## src/rtl/pla_pkg.sv

```systemverilog
package pla_pkg;

  // Strobes from the configuration control to the personality storage
  typedef struct packed {
    logic andWr;   // write one term row of the shadow
    logic orWr;    // write one connection row of the shadow
    logic commit;  // copy shadow into active personality
  } cfgStrobe_t;

  // Per-input literal codes of a term row
  localparam logic [1:0] LIT_SKIP  = 2'b00;
  localparam logic [1:0] LIT_TRUE  = 2'b01;
  localparam logic [1:0] LIT_COMP  = 2'b10;
  localparam logic [1:0] LIT_BLOCK = 2'b11;

  function automatic int maxOf(input int a, input int b);
    return (a > b) ? a : b;
  endfunction

endpackage

```

## src/rtl/pla_cfg_ctrl.sv

```systemverilog
module pla_cfg_ctrl
  import pla_pkg::*;
#(
  parameter int NUM_TERMS = 16,
  parameter int NUM_OUTS  = 4,
  parameter int IDX_W     = 4
) (
  input  logic             cfgWe,
  input  logic             cfgSel,
  input  logic [IDX_W-1:0] cfgIdx,
  input  logic             cfgCommit,
  output cfgStrobe_t       strobe
);

  logic termInRange;
  logic outInRange;

  // Range checks keep foreign indices from folding onto real rows
  assign termInRange = (int'(cfgIdx) < NUM_TERMS);
  assign outInRange  = (int'(cfgIdx) < NUM_OUTS);

  always_comb begin
    strobe        = '0;
    strobe.andWr  = cfgWe && !cfgSel && termInRange;
    strobe.orWr   = cfgWe &&  cfgSel && outInRange;
    strobe.commit = cfgCommit;
  end

endmodule

```

## src/rtl/pla_personality.sv

```systemverilog
module pla_personality
  import pla_pkg::*;
#(
  parameter int NUM_IN    = 4,
  parameter int NUM_TERMS = 16,
  parameter int NUM_OUTS  = 4,
  parameter int IDX_W     = 4,
  parameter int DATA_W    = 16
) (
  input  logic                               clk,
  input  logic                               rstN,
  input  cfgStrobe_t                         strobe,
  input  logic [IDX_W-1:0]                   cfgIdx,
  input  logic [DATA_W-1:0]                  cfgData,
  input  logic [NUM_IN-1:0]                  dataIn,
  output logic [NUM_TERMS-1:0]               termVec,
  output logic [NUM_OUTS-1:0][NUM_TERMS-1:0] orRows
);

  localparam int ROW_W = 2 * NUM_IN;

  logic [NUM_TERMS-1:0][ROW_W-1:0]     shadowAnd;
  logic [NUM_TERMS-1:0][ROW_W-1:0]     activeAnd;
  logic [NUM_OUTS-1:0][NUM_TERMS-1:0]  shadowOr;
  logic [NUM_OUTS-1:0][NUM_TERMS-1:0]  activeOr;

  // Shadow rows: unprogrammed state has every connection present
  always_ff @(posedge clk or negedge rstN) begin
    if (!rstN) begin
      shadowAnd <= '1;
      shadowOr  <= '1;
    end else begin
      for (int p = 0; p < NUM_TERMS; p++) begin
        if (strobe.andWr && (cfgIdx == IDX_W'(p)))
          shadowAnd[p] <= cfgData[ROW_W-1:0];
      end
      for (int m = 0; m < NUM_OUTS; m++) begin
        if (strobe.orWr && (cfgIdx == IDX_W'(m)))
          shadowOr[m] <= cfgData[NUM_TERMS-1:0];
      end
    end
  end

  // Active personality: whole-array copy on commit
  always_ff @(posedge clk or negedge rstN) begin
    if (!rstN) begin
      activeAnd <= '1;
      activeOr  <= '1;
    end else if (strobe.commit) begin
      activeAnd <= shadowAnd;
      activeOr  <= shadowOr;
    end
  end

  // AND plane: each literal either passes or blocks the term
  for (genvar p = 0; p < NUM_TERMS; p++) begin : g_term
    logic [NUM_IN-1:0] litOk;
    for (genvar i = 0; i < NUM_IN; i++) begin : g_lit
      logic [1:0] code;
      assign code     = activeAnd[p][2*i +: 2];
      assign litOk[i] = (!code[0] || dataIn[i]) && (!code[1] || !dataIn[i]);
    end
    assign termVec[p] = &litOk;
  end

  assign orRows = activeOr;

endmodule

```

## src/rtl/pla_or_plane.sv

```systemverilog
module pla_or_plane #(
  parameter int NUM_TERMS     = 16,
  parameter int NUM_OUTS      = 4,
  parameter int TERMS_PER_OUT = 4
) (
  input  logic                               modePal,
  input  logic [NUM_TERMS-1:0]               termVec,
  input  logic [NUM_OUTS-1:0][NUM_TERMS-1:0] orRows,
  output logic [NUM_OUTS-1:0]                outVec
);

  for (genvar m = 0; m < NUM_OUTS; m++) begin : g_out
    logic sharedHit;
    logic groupHit;
    // Shared-term topology: programmable connection row
    assign sharedHit = |(termVec & orRows[m]);
    // Fixed-group topology: hardwired private group of terms
    assign groupHit  = |termVec[m*TERMS_PER_OUT +: TERMS_PER_OUT];
    assign outVec[m] = modePal ? groupHit : sharedHit;
  end

endmodule

```

## src/rtl/pla_array.sv

```systemverilog
module pla_array
  import pla_pkg::*;
#(
  parameter int NUM_IN        = 4,
  parameter int NUM_TERMS     = 16,
  parameter int NUM_OUTS      = 4,
  parameter int TERMS_PER_OUT = 4,
  parameter int IDX_W         = $clog2(maxOf(NUM_TERMS, NUM_OUTS)),
  parameter int DATA_W        = maxOf(2 * NUM_IN, NUM_TERMS)
) (
  input  logic              clk,
  input  logic              rstN,
  input  logic              cfgWe,
  input  logic              cfgSel,
  input  logic [IDX_W-1:0]  cfgIdx,
  input  logic [DATA_W-1:0] cfgData,
  input  logic              cfgCommit,
  input  logic              modePal,
  input  logic [NUM_IN-1:0] dataIn,
  output logic [NUM_OUTS-1:0] outVec
);

  cfgStrobe_t                         strobe;
  logic [NUM_TERMS-1:0]               termVec;
  logic [NUM_OUTS-1:0][NUM_TERMS-1:0] orRows;

  pla_cfg_ctrl #(
    .NUM_TERMS(NUM_TERMS), .NUM_OUTS(NUM_OUTS), .IDX_W(IDX_W)
  ) u_ctrl (
    .cfgWe(cfgWe), .cfgSel(cfgSel), .cfgIdx(cfgIdx),
    .cfgCommit(cfgCommit), .strobe(strobe)
  );

  pla_personality #(
    .NUM_IN(NUM_IN), .NUM_TERMS(NUM_TERMS), .NUM_OUTS(NUM_OUTS),
    .IDX_W(IDX_W), .DATA_W(DATA_W)
  ) u_pers (
    .clk(clk), .rstN(rstN), .strobe(strobe), .cfgIdx(cfgIdx),
    .cfgData(cfgData), .dataIn(dataIn), .termVec(termVec), .orRows(orRows)
  );

  pla_or_plane #(
    .NUM_TERMS(NUM_TERMS), .NUM_OUTS(NUM_OUTS), .TERMS_PER_OUT(TERMS_PER_OUT)
  ) u_or (
    .modePal(modePal), .termVec(termVec), .orRows(orRows), .outVec(outVec)
  );

endmodule

```

## config.mk

```make
export PLATFORM = sky130hd
export DESIGN_NAME = pla_array
export DESIGN_NICKNAME = d
export VERILOG_FILES = /design/src/rtl/pla_pkg.sv /design/src/rtl/pla_cfg_ctrl.sv /design/src/rtl/pla_personality.sv /design/src/rtl/pla_or_plane.sv /design/src/rtl/pla_array.sv
export SDC_FILE = /design/constraint.sdc
export NUM_CORES = 1
export LEC_CHECK = 0
export ABC_CLOCK_PERIOD_IN_PS = 4240
export BUFFER_PORTS_ARGS = -buffer_cell sky130_fd_sc_hd__buf_4
export CELL_PAD_IN_SITES_DETAIL_PLACEMENT = 1
export CELL_PAD_IN_SITES_GLOBAL_PLACEMENT = 1
export CORE_UTILIZATION = 55
export DETAILED_ROUTE_END_ITERATION = 12
export PLACE_DENSITY = 0.82
export SLEW_MARGIN = 0
export SYNTH_ARGS = -nofsm -noshare
export SYNTH_HDL_FRONTEND = slang
export SYNTH_HIERARCHICAL = 1
export SYNTH_SLANG_ARGS = --single-unit
```

## constraint.sdc

```tcl
create_clock -name clk -period 4.24 [get_ports clk]
set_clock_uncertainty 0.1 [all_clocks]
set_input_delay 0.848 -clock clk [delete_from_list [all_inputs] [get_ports clk]]
set_output_delay 0.848 -clock clk [all_outputs]
set_load 0.02 [all_outputs]
```

==> qor.yml, run 1 <==
outcome: "finished, final reports clean"
drc_errors: 0
grt_pass1_wl_um: 58900
r2r-end: "u_pers/orRows[40]"
cts_root_buf: "clkbuf_16"
whs_path_depth: 2
slew_headroom: 0.344
cts_sinks: 384
initial_core_util: 0.560
crit_top_cell: "buf_4"
r2r_cells: 1
dieWidth_um: 173
yosysTopAreaCellShare: 0.628
setup_tns_ns: 0
rows: 62
grt_max_degree: 135
end_kind: "output pin"
critPathKind: "in2out"
port_buffers: 33
grt_pass1_vias: 9659
first_pass_iters: 4
n_antenna_cell: 0
crit_path_max_fanout: 16
critPathRequiredTime_ns: 3.29
leakagePower_uw: 0.00734
max_stage_delay_ns: 0.41
hpwl_um: 22700
synthesis.area_um2: 16100
synth_edf_count: 0
cts_tree: "yes"
drv_cap: 0
synthToLayoutAreaGrowth_pct: 11.8
worstHoldEndpoint: "u_pers/shadowOr[15]"
fin_area_um2: 18000
fillers: 2534
postSynthCellCount: 991
regToRegStartpoint: "u_pers/orRows[40]"
drive_above_1_share: 0.847
postCtsHoldBufs: 0
dr_total_vias: 8512
coreArea_um2: 28700
finalCritPeriodShare: 0.929
p_per_area_nw_per_um2: 555
clock_latency_ns: 0.52
syn_area_per_cell_um2: 16.2
drtIter0Drc: 445
antenna_left: 0
cp_cell_sequence: "buf_4 > mux2i_1 > and4_1 > a222oi_1 > nand3_1 > o41ai_2 > a21oi_1 > buf_4"
routedWlPerCell_um: 25.9
gp_congestion: 0.823
cts_buffers: 41
cp_slowest_cell: "a222oi_1"
ir_drop_uv: 485
setup_viol: 0
synthFlopType: "dfstp_2"
pin_count: 34
critPathBufInv: 2
placed_area_um2: 16700
htree_levels: 2
dieArea_um2: 29900
cp.arrival_ns: 2.99
min_from: "cfgData[15]"
grt_usage: 0.259
yosys.area.top_type: "dfstp_2"
wl_um: 37200
synthesis.nets: 1021
seq_area_frac_synth: 0.628
netlist_top_cells_area: "dfstp_2 63%, mux2_2 27%, mux2i_1 4.0%"
ys_warn_count: 6
viasPerCell: 5.93
cts_buffer_depth: 3
finalMaxSlewViolations: 0
die_y_um: 173
clk_pin_slew_ns: 0.06
min_path_type: "in2reg"
antenna_found_initial: 0
rsz0062_at_grt: "false"
start_kind: "input port"
r2r_slack_ns: 3.35
overflow: 0
hold_viol_final: 0
synth_seq_cells: 384
finalCriticalPeriod_ns: 3.94
cts_setup_buffers: 0
clock.fmax_mhz: 254
async_flop_share: 1.00
synth.distinct_cells: 31
nets: 1052
tightest_slew_ns: 0.983
cp_top_family: "compound AO/OA/AOI/OAI gates"
cts_resized: 0
-- layout make-up --
cell class | instances | area [um^2] | area share
flip-flops and latches | 384 | 10100 | 0.561
multi-input cells | 549 | 5710 | 0.318
clock buffers | 66 | 1250 | 0.0695
well taps | 384 | 480 | 0.0267
repair buffers | 44 | 382 | 0.0212
clock inverters | 6 | 55.1 | 0.00306
inverters | 2 | 7.51 | 0.000418
-- power by group --
part           switching [uW]  internal (uW)
clock                    1390           2070
combinational             697            697
sequential                376           4750
total                    2460           7520
-- metal layers --
layer	share of wire	wire (um)	global-route usage	vias up
met5	0	0	0	-
met4	0.028	1050	0.0903	0
met3	0.037	1390	0.0413	62
met2	0.50	18500	0.424	150
met1	0.44	16200	0.352	4648
li1	-	-	-	3652
-- per-stage QoR --
stage | hold slack (ns) | utilization | worst slack [ns] | cells | total power, uW
final | 0.493 | 0.626 | 0.300 | 1435 | 9980
after CTS | 0.478 | 0.626 | 0.319 | 1435 | 10100
after detailed placement | 0.508 | 0.581 | 0.439 | 1363 | 6540
after global routing | 0.485 | 0.626 | 0.209 | 1435 | 10400
after floorplan | 0.500 | - | 0.646 | 991 | 5960
after global placement | 0.504 | 0.581 | 0.488 | 1363 | 6420
-- state kept, by name (all words and copies together) (netlist names) --
signal            count
u_pers/activeAnd    128
u_pers/shadowOr      64
u_pers/orRows        64
u_pers/shadowAnd    128
-- Yosys cell counts (4+ instances only) --
master,n
nand3_1,5
nor2b_1,5
nand2_1,4
mux2i_1,64
clkbuf_1,21
and4_1,16
buf_2,30
buf_4,5
nand2_2,6
dfstp_2,384
a22oi_1,24
nor2_2,9
a222oi_1,4
mux2_2,381
-- worst max path at each step --
| stage | depth (start not counted) | slack [ns] | end | start |
|---|---|---|---|---|
| 6_report | 8 | 0.30 | outVec[1] | dataIn[0] |
| 5_1_grt | 8 | 0.21 | outVec[1] | dataIn[0] |
| 4_1_cts | 8 | 0.32 | outVec[1] | dataIn[0] |
| 3_5_place_dp | 8 | 0.44 | outVec[1] | dataIn[0] |
| 3_3_place_gp | 8 | 0.49 | outVec[1] | dataIn[1] |
| 2_1_floorplan | 8 | 0.65 | outVec[3] | dataIn[2] |
-- kinds of logic after synthesis --
logic type | Yosys count | synth area share
flops | 384 | 0.628
mux | 448 | 0.309
simple gates | 65 | 0.0275
buf+inv | 58 | 0.0170
compound gates | 36 | 0.0188
-- cell usage in the layout (no fill, tap or decap), types with 2 or more instances in the layout --
cell,count
dfstp_2,384
mux2_2,381
mux2i_1,64
clkbuf_16,41
buf_4,39
a22oi_1,24
and4_1,16
clkbuf_8,14
clkbuf_1,12
nor2_2,9
nand2_2,6
clkinv_2,5
nand3_1,5
nor2b_1,4
a222oi_1,4
nand2_1,4
nand4_1,3
a2111oi_2,3
a21oi_1,3
or3_1,3
mux2_1,3
buf_12,3
nor4_1,2
inv_1,2
nor3_1,2
nor2_1,2
nand3b_1,2
nand2b_1,2
No activity file was read; power rests on OpenSTA's default activity.
==> inputs of run 2 (changes only) <==
--- a/config.mk
+++ b/config.mk
@@ -12,4 +12,5 @@
 export CORE_UTILIZATION = 55
 export DETAILED_ROUTE_END_ITERATION = 12
+export HOLD_SLACK_MARGIN = 0.02
 export PLACE_DENSITY = 0.82
 export SLEW_MARGIN = 0
==> constraint.sdc (replaced) <==
create_clock -name clk -period 4.24 [get_ports clk]
set_clock_uncertainty 0.1 [all_clocks]
set_input_delay 0.212 -clock clk [delete_from_list [all_inputs] [get_ports clk]]
set_output_delay 0.212 -clock clk [all_outputs]
set_load 0.02 [all_outputs]
==> qor.yml, run 2 (synthesized netlist as in run 1, its figures left out) <==
fillers: 2522  # -0.47%
pwr-share-comb: 0.141  # about the same
max_stage_delay_ns: 0.61  # +0.20 ns
nets: 1054  # +0.19%
clock_latency_ns: 0.52  # about the same
top_regs: "u_pers/activeAnd (128), u_pers/shadowAnd (128)"
crit_path_max_fanout: 5  # -11
dr_total_vias: 8505  # -0.082%
setup_viol: 0  # unchanged
die_y_um: 173  # unchanged
outcome: "finished, final reports clean"
n_antenna_cell: 0  # unchanged
first_pass_iters: 4  # unchanged
wl_um: 36600  # -1.4%
setup_tns_ns: 0  # unchanged
overflow: 0  # unchanged
p_total_uw: 9910  # -0.71%
power_frac_seq: 0.516  # +0.002
placed_area_um2: 16600  # -0.27%
htree_levels: 2  # unchanged
wl_met2_um: 18100  # -2.0%
cts_buffer_depth: 3  # unchanged
pin_count: 34  # unchanged
dieArea_um2: 29900  # unchanged
ir_drop_uv: 323  # -33%
drtIter0Drc: 347  # -22%
rsz0062_at_grt: "false"
routedWlPerCell_um: 25.5  # -1.3%
p_sw_uw: 2440  # -0.79%
end_kind: "output pin"
drive_above_1_share: 0.840  # -0.00681
finalMaxSlewViolations: 0  # unchanged
synthToLayoutAreaGrowth_pct: 11.8  # about the same
finalCritPeriodShare: 0.749  # -0.180
coreArea_um2: 28700  # unchanged
dieWidth_um: 173  # unchanged
fin_area_um2: 18000  # about the same
port_buffers: 33  # unchanged
hold_viol_final: 0  # unchanged
clk_pin_slew_ns: 0.06  # about the same
cp_slowest_cell: "a222oi_1"
cts_buffers: 41  # unchanged
cp.arrival_ns: 2.86  # -0.13 ns
start_kind: "register"
crit_start: "u_pers/activeAnd[37]"
min_path_type: "in2async"
top_layer: "met4"
wl_met3_um: 994  # -28%
cts_root_buf: "clkbuf_16"
cts_resized: 0  # unchanged
swShare: 0.246  # about the same
gp_congestion: 0.817  # -0.72%
regToRegStartpoint: "u_pers/orRows[32]"
hpwl_um: 21700  # -4.2%
finalCriticalPeriod_ns: 3.18  # -0.765 ns
drv_cap: 0  # unchanged
layout.cells.most_common_list: "384 x dfstp_2, 381 x mux2_2, 64 x mux2i_1"
cts_sinks: 384  # unchanged
cp_cell_sequence: "mux2i_1 > and4_1 > a222oi_1 > nand3_1 > a2111oi_2 > a21oi_1 > buf_4"
p_per_area_nw_per_um2: 551  # -0.67%
initial_core_util: 0.560  # unchanged
critPathBufInv: 1  # -1
clkPwrFrac: 0.343  # -0.003
leakagePower_uw: 0.00732  # -0.21%
rows: 62  # unchanged
grt_pass1_vias: 9570  # -0.92%
tightest_slew_ns: 1.10  # +0.117 ns
antenna_found_initial: 0  # unchanged
m1WireLength_um: 16700  # +2.9%
cts_tree: "yes"
clock.fmax_mhz: 315  # +24%
critPathKind: "reg2out"
viasPerCell: 5.93  # about the same
grt_max_degree: 126  # -6.7%
grt_usage: 0.255  # -0.00316
drc_errors: 0  # unchanged
p_int_uw: 7470  # -0.68%
cp_top_family: "compound AO/OA/AOI/OAI gates"
final_common_cell: "dfstp_2"
antenna_left: 0  # unchanged
seqCellArea_um2: 10100  # unchanged
grt_pass1_wl_um: 58500  # -0.63%
multi_input_area_um2: 5710  # unchanged
critPathRequiredTime_ns: 3.93  # +0.64 ns
slew_headroom: 0.263  # -0.0802
run 2: path summary, 6_finish.rpt:
| kind | slack [ns] | cells after the start | to |
|---|---|---|---|
| max in group asynchronous | 3.19 | 2 | u_pers/activeAnd[110] |
| min in group clk | 0.12 | 2 | u_pers/shadowAnd[5] |
| worst min register to register | 0.51 | 1 | u_pers/shadowAnd[91] |
| worst max-delay path | 1.06 | 7 | outVec[2] |
| worst min-delay path | 0.08 | 1 | u_pers/activeAnd[22] |
| worst max register to register | 3.36 | 1 | u_pers/orRows[32] |
run 2: cell type report:
cell class	count	area share
Multi-Input combinational cell	549	0.318
Clock buffer	59	0.0648
Inverter	2	0.000418
Clock inverter	10	0.00557
Timing Repair Buffer	46	0.0232
Sequential cell	384	0.561
Tap cell	384	0.0267
run 2: power by group through the flow:
stage | clock (uW) | combinational, uW | sequential, uW
floorplan | 0 | 975 | 4990
global placement | 0 | 1310 | 5120
detailed placement | 0 | 1380 | 5150
CTS | 3480 | 1400 | 5110
global route | 3620 | 1500 | 5200
finish | 3390 | 1400 | 5110
run 2: through the flow:
stage | setup slack, ns | std cells | utilization | hold slack, ns
final | 1.06 | 1434 | 0.626 | 0.0756
after global routing | 1.07 | 1434 | 0.626 | 0.106
after global placement | 1.52 | 1357 | 0.579 | 0.378
after CTS | 1.10 | 1434 | 0.626 | 0.100
after detailed placement | 1.53 | 1357 | 0.579 | 0.389
after floorplan | 1.92 | 991 | - | -0.0358
run 2: per-layer routing:
layer	global-route usage	up-vias
met3	0.0303	53
met1	0.353	4658
met5	0	-
met4	0.0745	0
met2	0.428	138
li1	-	3656
run 2: repair_timing:
item | in CTS | in global routing
hold buffers | 8 | 0
endpoints found under the hold margin | 32 | 0
buffers inserted | 0 | 0
